`src/rtl/dma_throttle_sched.sv`:
```
module dma_throttle_sched #(
  parameter int CNT_W     = 24,
  parameter int CODE_W    = 3,
  parameter int MIN_SHIFT = 5,
  parameter int GAP_W     = 7,
  parameter int GAP_MAX   = 64
) (
  input  logic                 clk,
  input  logic                 rst_n,
  input  logic                 start,
  input  logic                 abort,
  input  logic [CNT_W-1:0]     total_bytes,
  input  logic                 bus_sel,
  input  logic [CODE_W-1:0]    size_code_a,
  input  logic [GAP_W-1:0]     backoff_a,
  input  logic [CODE_W-1:0]    size_code_b,
  input  logic [GAP_W-1:0]     backoff_b,
  input  logic                 blk_done,
  input  logic                 us_tick,
  output logic                 blk_req,
  output logic [MIN_SHIFT+(1<<CODE_W)-1:0] blk_len,
  output logic                 xfer_done
);
  localparam int LEN_W = MIN_SHIFT + (1 << CODE_W);

  typedef enum logic [1:0] {S_IDLE, S_REQ, S_GAP} st_t;

  st_t                st;
  logic [CNT_W-1:0]   rem;
  logic [CODE_W-1:0]  code_q;
  logic [GAP_W-1:0]   gap_q, gap_cnt;
  logic [GAP_W-1:0]   gap_raw, gap_sel;
  logic [LEN_W-1:0]   blk_size;
  logic               last_blk;

  assign gap_raw  = bus_sel ? backoff_b : backoff_a;
  assign gap_sel  = (gap_raw > GAP_W'(GAP_MAX)) ? GAP_W'(GAP_MAX) : gap_raw;
  assign blk_size = LEN_W'(1) << (int'(code_q) + MIN_SHIFT);
  assign last_blk = rem <= CNT_W'(blk_size);
  assign blk_req  = (st == S_REQ);
  assign blk_len  = !blk_req ? '0 : (last_blk ? rem[LEN_W-1:0] : blk_size);

  always_ff @(posedge clk) begin
    if (!rst_n) begin
      st        <= S_IDLE;
      rem       <= '0;
      code_q    <= '0;
      gap_q     <= '0;
      gap_cnt   <= '0;
      xfer_done <= 1'b0;
    end else begin
      xfer_done <= 1'b0;
      if (abort) begin
        st <= S_IDLE;
      end else begin
        case (st)
          S_IDLE: if (start) begin
            rem    <= total_bytes;
            code_q <= bus_sel ? size_code_b : size_code_a;
            gap_q  <= gap_sel;
            if (total_bytes == '0) xfer_done <= 1'b1;
            else                   st        <= S_REQ;
          end
          S_REQ: if (blk_done) begin
            rem <= rem - CNT_W'(blk_len);
            if (last_blk) begin
              st        <= S_IDLE;
              xfer_done <= 1'b1;
            end else if (gap_q != '0) begin
              st      <= S_GAP;
              gap_cnt <= gap_q;
            end
          end
          S_GAP: if (us_tick) begin
            gap_cnt <= gap_cnt - 1'b1;
            if (gap_cnt == GAP_W'(1)) st <= S_REQ;
          end
          default: st <= S_IDLE;
        endcase
      end
    end
  end
endmodule

```
`config.mk`:
```
export PLATFORM = sky130hd
export DESIGN_NAME = dma_throttle_sched
export DESIGN_NICKNAME = d
export VERILOG_FILES = /design/src/rtl/dma_throttle_sched.sv
export SDC_FILE = /design/constraint.sdc
export NUM_CORES = 1
export LEC_CHECK = 0
export BUFFER_PORTS_ARGS = -buffer_cell sky130_fd_sc_hd__buf_2
export CORE_UTILIZATION = 60
export DETAILED_ROUTE_END_ITERATION = 7
export PLACE_DENSITY = 0.85
export SETUP_SLACK_MARGIN = 0.2
export SKIP_LAST_GASP = 1
export SYNTH_ARGS = -nofsm -noshare
export SYNTH_HDL_FRONTEND = slang
export SYNTH_SLANG_ARGS = --single-unit
```
`constraint.sdc`:
```
create_clock -name clk -period 8 [get_ports clk]
set_clock_uncertainty 0.2 [all_clocks]
set_input_delay 1.6 -clock clk [delete_from_list [all_inputs] [get_ports clk]]
set_output_delay 1.6 -clock clk [all_outputs]
set_load 0.01 [all_outputs]
```
==> results.md, run 1 <==
* Run status: complete, no violations
* CP most frequent cell: ha_1
* Routed Antenna Nets at 0
* Initial DRT Pass Iterations at 5
* Core ar. at 6060 um2
* PortBufs at 65
* Total global-route track usage at 32.7%
* CP max FO at 16
* Min Tclk post-route at 5510 ps
* Rows at 28
* Clk sinks at 44
* First-pass GRT wire length at 16.9 mm
* Yosys top cell by area: dfxtp_1
* Post-CTS Setup Inserts at 0
* Clock Latency Late Sink at 310 ps
* Largest net degree at the start of global routing at 55
* Setup TNS at 0 ps
* Worst setup EP type: flop
* Static Leak at 0.00176 uW
* Layout cell share with drive strength beyond 1 at 19.9%
* Critical Path Source Type: flop
* Peak VDD IR at 127 uV
* Hold Vio Cnt, Final at 0
* Num ports at 66
* Die Area at 6730 um2
* Max-Cap Viols at 0
* Die H at 82.0 um
* Yosys reg bits at 44
* Pwr/cell area at 189 nW/um2
* Rel. slew slack at 27.6%
* Mapped Cells at 491
* Post-Syn Area at 3840 um2
* Max incr delay on CP at 520 ps
* Clock Path Buffers at 2
* Pre-CTS WS at 2610 ps
* Yosys cell types at 68
* Fin nets at 624
* Synth area leaders: dfxtp_1 23%, ha_1 10%, a21oi_1 5.1%
* Worst-Margin Slew at 1080 ps
* RSZ-0062 raised after global routing: false
* Fmax at 182 MHz
* DRC errors left at 0
* Crit share post-route at 68.9%
* Clock root buffer: clkbuf_8
* Antenna diodes at 0
* Register area share after synthesis at 22.9%
* Fin util at 70.6%
* Critical path class: flop to flop
* 1st-iter DRT viols at 310
* Final Max Tran Viols at 0
* Cts repair resizes at 0
* DR WL/cell at 17.4 um
* Die Width at 82.0 um
* Final GP Congestion at 0.915
* Worst-path clk slew at 90 ps
* Register Area at 881 um2
* Area growth syn-to-layout at 11.4%
* Vias in the first global route at 3718
* Final setup margin at 2490 ps
* Critical Path RT at 7960 ps
* Fill count at 492
* Top_reg_cell synth: dfxtp_1
* Syn Area/Cell at 7.82 um2
* Grt met1 use at 40.2%
* Post-detail-place hpwl at 7.70 mm
* Fraction of registers with async set/reset at 0%
* Starting Density at 63.4%
* EDFF count, synth at 0
* Slowest CP cell: or4b_4
* Overflow after GRT at 0
* Multi-input logic area at 2740 um2
* Most used routing layer: met2
* Synthesis Warnings at 0
* Initial antenna violation count at 0
* DR vias/cell at 6.54
* Crit-path cells: or3b_2 > ha_1 > a21oi_1 > a21boi_0 > or4b_4 > a21boi_4 > and3_1 > ha_1 > inv_1 > fa_1 > a21o_1 > a311o_1 > a21boi_1 > o221ai_1 > o311ai_0 > a31oi_1
* Final setup viols at 0
* GRT met2 Usage at 55.8%
* Hold WC Path Type: flop to flop
* Met3 usage at 5.00%
* TritonCTS clock tree: done
* Final WL at 10.7 mm
* H-Tree Depth at 2
* Vias at 4038
* Crit path DAT at 5470 ps
* Total CTS buffers at 5
* Post-CTS Hold Buffers at 0
* Synth top area share at 22.9%
-- area by class of cell --
class / count / share of cell area [%]
clock buffer: 6 / 1.93
clock inverter: 2 / 0.351
inverter: 31 / 2.72
multi-input combinational: 391 / 64.1
sequential: 44 / 20.6
tap: 75 / 2.19
timing repair buffer: 68 / 8.13
-- logic make-up after synthesis --
logic type	Yosys count	synth area share (%)
AND/OR/NAND/NOR	180	25.0
AO/OA/AOI/OAI	132	23.6
buffers and inverters	59	6.25
flip-flops	44	22.9
adder cells (fa/ha/maj)	32	10.6
multiplexers	32	8.92
XOR/XNOR	11	2.51
other	1	0.0976
-- layer usage --
layer	up-vias	share of wire, %
li1	1907	-
met1	1893	43
met2	207	47
met3	31	7.8
met4	0	2.5
met5	-	0
-- worst paths after layout --
path / cells after the start / slack (ps) / to / startpoint
max: 16 / 2490 / rem[20]$_SDFFE_PN0P_ / code_q[0]$_SDFFE_PN0P_
min: 2 / 280 / gap_cnt[5]$_SDFFE_PN0P_ / gap_cnt[5]$_SDFFE_PN0P_
max reg2reg: 16 / 2490 / rem[20]$_SDFFE_PN0P_ / code_q[0]$_SDFFE_PN0P_
min reg2reg: 2 / 280 / gap_cnt[5]$_SDFFE_PN0P_ / gap_cnt[5]$_SDFFE_PN0P_
-- worst max-delay path: cells and delay by family, from the launching register on --
kind,cells,cell delay [ps]
AND/OR/NAND/NOR,3,1260
AO/OA/AOI/OAI,9,2450
flip-flops,1,480
adder cells (fa/ha/maj),3,890
buffers and inverters,1,60
-- state kept, by name, summed over array words and instances, names as in the netlist --
signal and count:
gap_q 7, st 2, xfer_done 1, rem 24
code_q 3, gap_cnt 7
-- report_power, final --
| group | internal [uW] | switching (uW) | total, uW |
|---|---|---|---|
| logic | 164 | 217 | 381 |
| registers | 239 | 27.7 | 267 |
| clock network | 70.2 | 90.1 | 160 |
| total | 473 | 335 | 808 |
-- per-stage QoR --
| step | total power (uW) | hold WS (ps) | instance area (um2) | std cells |
|---|---|---|---|---|
| after floorplan | 557 | 239 | 3850 | 494 |
| after CTS | 800 | 273 | 4280 | 617 |
| final | 808 | 276 | 4280 | 617 |
| after detailed placement | 640 | 257 | 4180 | 609 |
| after global routing | 851 | 298 | 4280 | 617 |
| after global placement | 628 | 250 | 4180 | 609 |
-- cell usage in the layout (no fill, tap or decap), types with 13 or more instances in the layout --
master / netlist / final
inv_1: 31 / 31
ha_1: 31 / 30
buf_2: 3 / 65
nand3_1: 17 / 17
a21oi_1: 39 / 39
mux2i_1: 17 / 17
nand2b_1: 13 / 13
nor2_1: 41 / 41
mux2_2: 14 / 14
nand2_1: 37 / 37
dfxtp_1: 44 / 44
-- synthesized netlist by cell type (all sizes together) (3+ instances only) --
cell and count:
o311ai 5, a22oi 8, or4 7, nand3b 8, nand2b 13, or3 5
nor2b 6, dfxtp 44, nor2 43, a21boi 3, o211ai 4, o32ai 3
mux2 15, nand3 17, xnor2 10, a31o 3, a211oi 11, nor3 6
or2 3, buf 5, a31oi 8, nand4 5, a21o 6, nor4 13
and3 8, o21ai 13, o22ai 6, a21oi 39, nand2 37, o21a 4
ha 31, mux2i 17, inv 31, clkbuf 23
Note: power is estimated with default switching activity, not from simulation.
==> run 2, diff against run 1 <==
Settings changed: CORE_UTILIZATION 60 to 57, PLACE_DENSITY 0.85 to 0.81.
Clock period 8 ns to 5.75 ns, I/O delays scaled along.
==> results.md, run 2 (same netlist as run 1, synthesis figures left out) <==
* TritonCTS clock tree: done
* Clock root buffer: clkbuf_8
* Slowest CP cell: or4_1
* DR WL/cell at 16.4 um
* DRC errors left at 10
* Hold Vio Cnt, Final at 0
* Initial DRT Pass Iterations at 7
* Worst-Margin Slew at 1020 ps
* Min Tclk post-route at 5290 ps
* Final WL at 10.2 mm
* Switching power at 459 uW
* Max incr delay on CP at 580 ps
* Switch share at 40.9%
* Overflow after GRT at 0
* Die H at 84.1 um
* Rel. slew slack at 31.8%
* Num ports at 66
* Clock Path Buffers at 2
* Max-Cap Viols at 0
* Max FFs per register at 24
* CP most frequent cell: ha_1
* Crit path DAT at 5330 ps
* Final setup viols at 0
* Layout cell share with drive strength beyond 1 at 20.8%
* H-Tree Depth at 2
* Run status: complete, but fails checks
* Grt met1 use at 38.4%
* Clk sinks at 44
* Post-CTS Hold Buffers at 0
* Total CTS buffers at 5
* Starting Density at 59.8%
* Vias in the first global route at 3737
* CP delay by family, top: compound AO/OA/AOI/OAI gates
* Worst-path clk slew at 90 ps
* Setup TNS at 0 ps
* Vias at 3936
* Die Area at 7070 um2
* Final GP Congestion at 0.881
* Worst Path Buf+Inv at 2
* Fill count at 548
* Most common library cell in the layout ignoring fill and taps: buf_2
* Largest net degree at the start of global routing at 46
* Die Width at 84.1 um
* Worst setup EP type: flop
* Area growth syn-to-layout at 12.4%
* Hold WC Path Type: flop to flop
* Most flop-heavy register: rem
* Placed inst area at 4190 um2
* Clock Latency Late Sink at 310 ps
* First-pass GRT wire length at 17.1 mm
* PortBufs at 65
* Violated checks: DRC
* Rows at 29
* Antenna diodes at 0
* Crit share post-route at 92.0%
* GRT met2 Usage at 49.5%
* Peak VDD IR at 134 uV
* Fmax at 189 MHz
* Fin nets at 630
* Routed Antenna Nets at 0
* Critical Path Source Type: flop
* Critical path class: flop to flop
* Combinational power share at 49.2%
* Clk network pwr share at 18.0%
* DR vias/cell at 6.31
* Static Leak at 0.00179 uW
* CP max FO at 11
* Critical Path RT at 5790 ps
* Final Instance Area at 4320 um2
* Most used routing layer: met2
* Initial antenna violation count at 0
* Final Max Tran Viols at 0
* 1st-iter DRT viols at 229
* Part of the power in registers at 32.8%
* Top flop regs: rem (24), gap_cnt (7), gap_q (7)
* Commonest cells after routing, fill and taps aside: 65 x buf_2, 44 x dfxtp_1, 41 x nor2_1, 39 x a21oi_1, 37 x nand2_1
* P_int at 663 uW
* Post-detail-place hpwl at 7.68 mm
* Crit-path cells: or3b_2 > ha_1 > a21oi_1 > a21boi_0 > or4b_4 > a21boi_4 > buf_4 > and3_1 > inv_1 > ha_1 > a21o_1 > a31o_2 > o211ai_1 > o21ai_1 > or4_1 > a31oi_1
* Total global-route track usage at 29.8%
* Pwr/cell area at 260 nW/um2
* Met3 usage at 4.55%
* Core ar. at 6420 um2
* RSZ-0062 raised after global routing: false
-- run 2: area by class of cell --
cell class                 count  area [um2]  area share, %
multi-input combinational    391        2750           63.7
sequential                    44         881           20.4
timing repair buffer          74         393           9.10
inverter                      31         116           2.70
tap                           77        96.3           2.23
clock buffer                   5        68.8           1.59
clock inverter                 2        12.5          0.290
-- run 2: metrics by stage --
| stage | power, uW | std cells | worst slack [ps] | util, % | hold WS, ps |
|---|---|---|---|---|---|
| after CTS | 1090 | 619 | 351 | 66.5 | 271 |
| after floorplan | 775 | 494 | 820 | - | 239 |
| after global routing | 1200 | 624 | 171 | 67.2 | 307 |
| after global placement | 875 | 612 | 496 | 65.3 | 248 |
| after detailed placement | 891 | 612 | 386 | 65.3 | 257 |
| final | 1120 | 624 | 463 | 67.2 | 275 |
-- run 2: per-layer routing --
| metal | share of wire, % | vias up |
|---|---|---|
| li1 | - | 1922 |
| met1 | 45 | 1833 |
| met2 | 46 | 154 |
| met3 | 6.0 | 27 |
| met4 | 3.0 | 0 |
| met5 | 0 | - |
-- run 2: final timing paths --
path | startpoint | endpoint | slack [ps] | cells after the start
worst max-delay path | code_q[0]$_SDFFE_PN0P_ | rem[21]$_SDFFE_PN0P_ | 460 | 16
worst min-delay path | gap_cnt[6]$_SDFFE_PN0P_ | gap_cnt[6]$_SDFFE_PN0P_ | 270 | 2
worst max register to register | code_q[0]$_SDFFE_PN0P_ | rem[21]$_SDFFE_PN0P_ | 460 | 16
worst min register to register | gap_cnt[6]$_SDFFE_PN0P_ | gap_cnt[6]$_SDFFE_PN0P_ | 270 | 2
-- run 2: worst register-to-register path, cell delays in order (launching register included) --
cell      delay [ps]
dfxtp_1          460
or3b_2           490
ha_1             320
a21oi_1          140
a21boi_0          90
or4b_4           510
a21boi_4         340
buf_4            180
and3_1           200
inv_1             60
ha_1             380
a21o_1           250
a31o_2           270
o211ai_1         280
o21ai_1          310
or4_1            580
a31oi_1          140
-- run 2: timing repair --
action	4_1_cts	5_1_grt
resized for setup	0	1
buffers inserted	0	5
setup endpoints to repair	0	6
-- run 2: power groups by stage --
stage / registers [uW] / clock network (uW) / logic [uW]
6_report: 368 / 202 / 553
5_1_grt: 372 / 215 / 608
4_1_cts: 367 / 203 / 520
3_5_place_dp: 374 / 0 / 517
3_3_place_gp: 372 / 0 / 504
2_1_floorplan: 361 / 0 / 414
